### src/rtl/adc_cap_pkg.sv
package adc_cap_pkg;

  typedef enum logic [3:0] {
    ST_READY,
    ST_RELAY,
    ST_WAIT_TICK,
    ST_CONV,
    ST_BUSY,
    ST_WR_HI,
    ST_GAP_HI,
    ST_WR_LO,
    ST_GAP_LO,
    ST_DONE
  } seq_state_e;

  typedef enum logic [1:0] {
    RL_IDLE,
    RL_PULSE,
    RL_SETTLE
  } relay_phase_e;

  function automatic int max2(input int a, input int b);
    return (a > b) ? a : b;
  endfunction

endpackage

### src/rtl/adc_cap_tick.sv
module adc_cap_tick
  import adc_cap_pkg::*;
#(
  parameter int DIV_SLOW = 4000,
  parameter int DIV_FAST = 400
) (
  input  logic clk,
  input  logic rst_n,
  input  logic en,
  input  logic fast,
  output logic tick
);
  localparam int CW = $clog2(max2(DIV_SLOW, DIV_FAST));
  localparam logic [CW-1:0] LIM_SLOW = CW'(DIV_SLOW - 1);
  localparam logic [CW-1:0] LIM_FAST = CW'(DIV_FAST - 1);

  logic [CW-1:0] cnt_q, cnt_d, lim;

  assign lim  = fast ? LIM_FAST : LIM_SLOW;
  assign tick = en && (cnt_q == lim);

  // free-running while enabled; the handshake never restarts it
  always_comb begin
    if (!en)                cnt_d = '0;
    else if (cnt_q == lim)  cnt_d = '0;
    else                    cnt_d = cnt_q + 1'b1;
  end

  always_ff @(posedge clk or negedge rst_n) begin
    if (!rst_n) cnt_q <= '0;
    else        cnt_q <= cnt_d;
  end
endmodule

### src/rtl/adc_cap_relay.sv
module adc_cap_relay
  import adc_cap_pkg::*;
#(
  parameter int COIL_CYC   = 400,
  parameter int SETTLE_CYC = 40000
) (
  input  logic clk,
  input  logic rst_n,
  input  logic go,
  input  logic want_fast,
  output logic coil_fast,
  output logic coil_slow,
  output logic settled
);
  localparam int CW = $clog2(max2(COIL_CYC, SETTLE_CYC) + 1);
  localparam logic [CW-1:0] COIL_LAST   = CW'(COIL_CYC - 1);
  localparam logic [CW-1:0] SETTLE_LAST = CW'(SETTLE_CYC - 1);

  relay_phase_e phase_q, phase_d;
  logic [CW-1:0] cnt_q, cnt_d;
  logic fast_q, fast_d, slow_q, slow_d, done_q, done_d;

  always_comb begin
    phase_d = phase_q;
    cnt_d   = cnt_q;
    fast_d  = fast_q;
    slow_d  = slow_q;
    done_d  = 1'b0;
    case (phase_q)
      RL_IDLE: begin
        if (go) begin
          phase_d = RL_PULSE;
          cnt_d   = '0;
          fast_d  = want_fast;
          slow_d  = !want_fast;
        end
      end
      RL_PULSE: begin
        if (cnt_q == COIL_LAST) begin
          phase_d = RL_SETTLE;
          cnt_d   = '0;
          fast_d  = 1'b0;
          slow_d  = 1'b0;
        end else begin
          cnt_d = cnt_q + 1'b1;
        end
      end
      RL_SETTLE: begin
        if (cnt_q == SETTLE_LAST) begin
          phase_d = RL_IDLE;
          cnt_d   = '0;
          done_d  = 1'b1;
        end else begin
          cnt_d = cnt_q + 1'b1;
        end
      end
      default: phase_d = RL_IDLE;
    endcase
  end

  always_ff @(posedge clk or negedge rst_n) begin
    if (!rst_n) begin
      phase_q <= RL_IDLE;
      cnt_q   <= '0;
      fast_q  <= 1'b0;
      slow_q  <= 1'b0;
      done_q  <= 1'b0;
    end else begin
      phase_q <= phase_d;
      cnt_q   <= cnt_d;
      fast_q  <= fast_d;
      slow_q  <= slow_d;
      done_q  <= done_d;
    end
  end

  assign coil_fast = fast_q;
  assign coil_slow = slow_q;
  assign settled   = done_q;
endmodule

### src/rtl/adc_capture_seq.sv
module adc_capture_seq
  import adc_cap_pkg::*;
#(
  parameter int NUM_SAMPLES = 8192,
  parameter int ADDR_W      = 15,
  parameter int DIV_SLOW    = 4000,
  parameter int DIV_FAST    = 400,
  parameter int COIL_CYC    = 400,
  parameter int SETTLE_CYC  = 40000,
  parameter int CONV_CYC    = 2,
  parameter int WE_CYC      = 2
) (
  input  logic              clk,
  input  logic              rst_n,
  input  logic              rate_sel,
  input  logic              start_req,
  input  logic              record_drained,
  input  logic              adc_ready,
  input  logic [7:0]        adc_data,
  output logic              adc_conv_n,
  output logic              adc_byte_lo,
  output logic [ADDR_W-1:0] sram_addr,
  output logic [7:0]        sram_din,
  output logic              sram_we_n,
  output logic              sram_ce_n,
  output logic              coil_fast,
  output logic              coil_slow,
  output logic              led_green,
  output logic              led_red
);
  localparam int SMP_W = $clog2(NUM_SAMPLES);
  localparam logic [SMP_W-1:0] SMP_LAST = SMP_W'(NUM_SAMPLES - 1);
  localparam int CYC_W = $clog2(max2(CONV_CYC, WE_CYC) + 1);
  localparam logic [CYC_W-1:0] CONV_LAST = CYC_W'(CONV_CYC - 1);
  localparam logic [CYC_W-1:0] WE_LAST   = CYC_W'(WE_CYC);

  // reset: asserted at once, released through two flops
  logic [1:0] rst_pipe;
  logic       rst_i_n;
  always_ff @(posedge clk or negedge rst_n) begin
    if (!rst_n) rst_pipe <= 2'b00;
    else        rst_pipe <= {rst_pipe[0], 1'b1};
  end
  assign rst_i_n = rst_pipe[1];

  seq_state_e        state_q, state_d;
  logic [CYC_W-1:0]  cyc_q, cyc_d;
  logic [ADDR_W-1:0] addr_q, addr_d;
  logic [SMP_W-1:0]  smp_q, smp_d;
  logic [7:0]        dreg_q, dreg_d;
  logic              rate_q, rate_d;
  logic              seen_q, seen_d;
  logic              relay_go, relay_done, tick, tick_en;

  logic conv_n_q, byte_lo_q, we_n_q, ce_n_q, green_q, red_q;
  logic conv_n_d, byte_lo_d, we_n_d, ce_n_d, green_d, red_d;

  assign tick_en = state_q inside {ST_WAIT_TICK, ST_CONV, ST_BUSY, ST_WR_HI,
                                   ST_GAP_HI, ST_WR_LO, ST_GAP_LO};

  adc_cap_tick #(.DIV_SLOW(DIV_SLOW), .DIV_FAST(DIV_FAST)) u_tick (
    .clk(clk), .rst_n(rst_i_n), .en(tick_en), .fast(rate_q), .tick(tick)
  );

  adc_cap_relay #(.COIL_CYC(COIL_CYC), .SETTLE_CYC(SETTLE_CYC)) u_relay (
    .clk(clk), .rst_n(rst_i_n), .go(relay_go), .want_fast(rate_d),
    .coil_fast(coil_fast), .coil_slow(coil_slow), .settled(relay_done)
  );

  // next-state logic
  always_comb begin
    state_d  = state_q;
    cyc_d    = cyc_q;
    addr_d   = addr_q;
    smp_d    = smp_q;
    dreg_d   = dreg_q;
    rate_d   = rate_q;
    seen_d   = seen_q;
    relay_go = 1'b0;
    if ((state_q == ST_CONV || state_q == ST_BUSY) && !adc_ready) seen_d = 1'b1;
    case (state_q)
      ST_READY: begin
        if (start_req) begin
          rate_d   = rate_sel;
          relay_go = 1'b1;
          addr_d   = '0;
          smp_d    = '0;
          state_d  = ST_RELAY;
        end
      end
      ST_RELAY: if (relay_done) state_d = ST_WAIT_TICK;
      ST_WAIT_TICK: begin
        seen_d = 1'b0;
        if (tick) begin
          cyc_d   = '0;
          state_d = ST_CONV;
        end
      end
      ST_CONV: begin
        if (cyc_q == CONV_LAST) state_d = ST_BUSY;
        else                    cyc_d   = cyc_q + 1'b1;
      end
      ST_BUSY: begin
        if (adc_ready && seen_q) begin
          dreg_d  = adc_data;
          cyc_d   = '0;
          state_d = ST_WR_HI;
        end
      end
      ST_WR_HI: begin
        if (cyc_q == WE_LAST) state_d = ST_GAP_HI;
        else                  cyc_d   = cyc_q + 1'b1;
      end
      ST_GAP_HI: begin
        dreg_d  = adc_data;
        addr_d  = addr_q + 1'b1;
        cyc_d   = '0;
        state_d = ST_WR_LO;
      end
      ST_WR_LO: begin
        if (cyc_q == WE_LAST) state_d = ST_GAP_LO;
        else                  cyc_d   = cyc_q + 1'b1;
      end
      ST_GAP_LO: begin
        addr_d  = addr_q + 1'b1;
        smp_d   = smp_q + 1'b1;
        state_d = (smp_q == SMP_LAST) ? ST_DONE : ST_WAIT_TICK;
      end
      ST_DONE: if (record_drained) state_d = ST_READY;
      default: state_d = ST_READY;
    endcase
  end

  // outputs decoded from the next state so that they leave a flop
  always_comb begin
    conv_n_d  = (state_d != ST_CONV);
    we_n_d    = !((state_d inside {ST_WR_HI, ST_WR_LO}) && (cyc_d != '0));
    ce_n_d    = !(state_d inside {ST_WR_HI, ST_GAP_HI, ST_WR_LO, ST_GAP_LO});
    byte_lo_d = state_d inside {ST_GAP_HI, ST_WR_LO, ST_GAP_LO};
    green_d   = (state_d != ST_DONE);
    red_d     = (state_d != ST_READY);
  end

  always_ff @(posedge clk or negedge rst_i_n) begin
    if (!rst_i_n) begin
      state_q   <= ST_READY;
      cyc_q     <= '0;
      addr_q    <= '0;
      smp_q     <= '0;
      dreg_q    <= '0;
      rate_q    <= 1'b0;
      seen_q    <= 1'b0;
      conv_n_q  <= 1'b1;
      byte_lo_q <= 1'b0;
      we_n_q    <= 1'b1;
      ce_n_q    <= 1'b1;
      green_q   <= 1'b1;
      red_q     <= 1'b0;
    end else begin
      state_q   <= state_d;
      cyc_q     <= cyc_d;
      addr_q    <= addr_d;
      smp_q     <= smp_d;
      dreg_q    <= dreg_d;
      rate_q    <= rate_d;
      seen_q    <= seen_d;
      conv_n_q  <= conv_n_d;
      byte_lo_q <= byte_lo_d;
      we_n_q    <= we_n_d;
      ce_n_q    <= ce_n_d;
      green_q   <= green_d;
      red_q     <= red_d;
    end
  end

  assign adc_conv_n  = conv_n_q;
  assign adc_byte_lo = byte_lo_q;
  assign sram_addr   = addr_q;
  assign sram_din    = dreg_q;
  assign sram_we_n   = we_n_q;
  assign sram_ce_n   = ce_n_q;
  assign led_green   = green_q;
  assign led_red     = red_q;
endmodule

### config.mk
export PLATFORM = sky130hd
export DESIGN_NAME = adc_capture_seq
export DESIGN_NICKNAME = d
export VERILOG_FILES = /design/src/rtl/adc_cap_pkg.sv /design/src/rtl/adc_cap_tick.sv /design/src/rtl/adc_cap_relay.sv /design/src/rtl/adc_capture_seq.sv
export SDC_FILE = /design/constraint.sdc
export NUM_CORES = 1
export LEC_CHECK = 0
export CORE_UTILIZATION = 35
export CTS_CLUSTER_SIZE = 30
export DETAILED_ROUTE_END_ITERATION = 10
export GPL_ROUTABILITY_DRIVEN = 0
export PLACE_DENSITY = 0.51
export SLEW_MARGIN = 20
export SYNTH_ARGS = -nofsm -noshare
export SYNTH_HDL_FRONTEND = slang
export SYNTH_HIERARCHICAL = 1
export SYNTH_SLANG_ARGS = --single-unit
export TNS_END_PERCENT = 5
### constraint.sdc
create_clock -name clk -period 3.1 [get_ports clk]
set_input_delay 0.465 -clock clk [delete_from_list [all_inputs] [get_ports clk]]
set_output_delay 0.465 -clock clk [all_outputs]
set_load 0.01 [all_outputs]
==> flow_summary.ini <==
[outcome]
status = finished, final reports clean

[setup_path]
ff2ff_path_depth = 8
crit_chain = nor2_2 > nand3_2 > inv_2 > nand2_1 > a21boi_2 > a211oi_4 > a21oi_1 > a21oi_2
r2r_slack_ps = 540
cp.buffers_inverters = 1
rr_startpoint = state_q[3]
worstPathArrival_ps = 2830
critPathRequiredTime_ps = 3370
cp.depth = 8
endpoint = u_relay/cnt_q[10]
slowest_stage = a211oi_4
cp_max_fo = 17
r2r_end = u_relay/cnt_q[10]
crit_path_start_kind = flip-flop
critical_path_class = flip-flop to flip-flop
cp_top_family = compound AO/OA/AOI/OAI gates
crit_path_end_kind = flip-flop
critPathLaunch = state_q[3]
max_stage_delay_ps = 670

[cts]
clkLatencyLatePin_ps = 340
clock-sinks = 85
holdBufCountCts = 0
cts_tree = done
htree_levels = 3
cts_setup_buffers = 0
clk_pin_slew_ps = 60
cts_root_buf = clkbuf_16
cts_made_buffers = 9
clockBufferDepth = 2
post_cts_resize_count = 0

[logic_synthesis]
postSynthAreaPerCell_um2 = 10.10
synth_flop_cell = dfrtp_1
synth_area_um2 = 4636
synth_edf_count = 0
ys_seq_area_frac = 0.4599
yosys.area.top_type = dfrtp_1
synth-seq-cells = 85
synthArstFlopShare = 1.000
yosysUniqueCellTypes = 69
yosysTopAreaCellShare = 0.4372
syn_inst = 459
yosysMostFrequentCell = dfrtp_1
synth_area_leaders = dfrtp_1 44%, nand2_1 3.3%, ha_1 3.2%
synth_common_cells = 81 x dfrtp_1, 41 x nand2_1, 31 x nor2_1
yosys_warnings = 6
synth_fp_nets = 485

[global_route]
grt.met2_usage = 0.2505
top_usage_layer = met2
grt_max_degree = 84
antenna_found_initial = 0
track_usage = 0.1590
met1_usage = 0.2108
grt_pass1_wl_mm = 16.80
grt_overflow = 0
grt_use_met3 = 0.04583
grt_pass1_vias = 3458

[detailed_routing]
drt-wirelength-per-cell_um = 14.90
ant_nets = 0
detail_route.iter0.violations = 200
dr.pass1.iters = 4
via_per_inst = 5.370
wl_mm = 10.16
vias = 3662
drcViolationCount = 0

[floorplan]
rows = 41
core_area_um2 = 12770
dieHeight_um = 117.1
die_w_um = 117.1
die_area_um2 = 13710
io_pins = 45
start_util = 0.3629

[placed_design]
io_buffers = 44
dpl.hpwl_mm = 6.658
dpl.cell_count = 665

[sta]
fin_crit_sh = 0.8273
finalSetupTns_ps = 0
slew_viol_final = 0
fin_worst_skew_ps = 5.399
fin_crit_ps = 2565
setup_violations = 0
tightest_slew_ps = 799.6
relSlewSlack = 0.4638
hold_viol = 0
fmaxAchievable_mhz = 389.9
rsz0062_at_grt = no

[run]
maxCapViolCount = 0

[power]
leakage_nw = 2.398
powerDensity_nw_per_um2 = 623.6
irDropWorstVdd_uv = 342.4

[layout]
synthToLayoutAreaGrowth_pct = 20.13
nets = 531
antenna_cells = 0
finalNonFillerCells = 682
fillers = 1205
drive_gt1_frac = 0.1314

[hold_path]
hold_class = flip-flop to asynchronous set/reset pin
## worst min-delay path by stage
stage | from | endpoint | slack [ps]
6_report | rst_pipe[1] | sram_addr[7] | 270
5_1_grt | rst_n | rst_pipe[1] | 260
4_1_cts | rst_n | rst_pipe[1] | 260
3_5_place_dp | rst_pipe[0] | rst_pipe[1] | 350
3_3_place_gp | rst_pipe[0] | rst_pipe[1] | 340
2_1_floorplan | rst_n | rst_pipe[0] | 170
## where the power goes
part	switching, mW	total [mW]	leakage (nW)	internal (mW)
Clock	0.445	1.15	0.147	0.706
Sequential	0.113	1.38	1.09	1.27
Combinational	0.523	0.939	1.16	0.416
## cells by family (layout without fill, tap and decap cells)
group	Yosys count	in the layout	share of synthesized area
buffers and inverters	41	92	0.04804
muxes	15	15	0.03482
adders and majority gates	12	12	0.03239
and+or+nand+nor	168	168	0.2003
xor gates and xnor gates	16	16	0.03023
other	1	1	0.0008089
DFF	85	85	0.4599
AOI/OAI and AO/OA	121	121	0.1935
## placed cells by master (no fill, tap or decap), types with 9 or more instances in the layout
cell type        instances
nand4_1                 19
o21ai_0                 18
nor2_1                  31
inv_1                   20
ha_1                    12
a21oi_1                 17
nand3_1                 20
nand2_1                 41
xor2_1                  13
dfrtp_1                 80
clkdlybuf4s50_1         44
clkbuf_16                9
o21ai_1                 16
## area by class of cell
| type | instances | area, um^2 | share of cell area |
|---|---|---|---|
| timing repair buffer | 53 | 528.0 | 0.09481 |
| tap | 172 | 215.2 | 0.03864 |
| clock buffer | 12 | 236.5 | 0.04246 |
| clock inverter | 4 | 72.57 | 0.01303 |
| inverter | 23 | 100.1 | 0.01797 |
| sequential | 85 | 2136 | 0.3835 |
| multi-input combinational | 333 | 2281 | 0.4096 |
## registers in the layout, indices dropped and copies added, names as in the netlist, 2 cells and up
register         count
u_relay/cnt_q       16
sram_addr           15
smp_q               13
u_tick/cnt_q        12
sram_din             8
state_q              4
cyc_q                2
rst_pipe             2
u_relay/phase_q      2
## through the flow
stage / util / hold WS (ps) / total power [mW] / instance area [um^2] / setup slack [ps]
after detailed placement: 0.4096 / 350.4 / 2.349 / 5233 / 330.4
after CTS: 0.4338 / 260.6 / 3.520 / 5542 / 497.6
final: 0.4360 / 272.5 / 3.473 / 5569 / 535.5
after global routing: 0.4360 / 255.8 / 3.681 / 5569 / 288.4
after floorplan: - / 169.4 / 2.008 / 4636 / 564.3
after global placement: 0.4096 / 339.9 / 2.336 / 5233 / 380.9
## worst reg2reg max path, cell delays in order, from the launching register on
cell      delay, ps
dfrtp_1         520
nor2_2          260
nand3_2         240
inv_2           110
nand2_1          70
a21boi_2        270
a211oi_4        670
a21oi_1         170
a21oi_2         170
## metal layers
layer | vias up | wire length (um)
li1 | 1788 | -
met1 | 1792 | 4948
met2 | 66 | 4639
met3 | 16 | 414
met4 | 0 | 161
met5 | - | 0
Note: power is estimated with default switching activity, not from simulation.
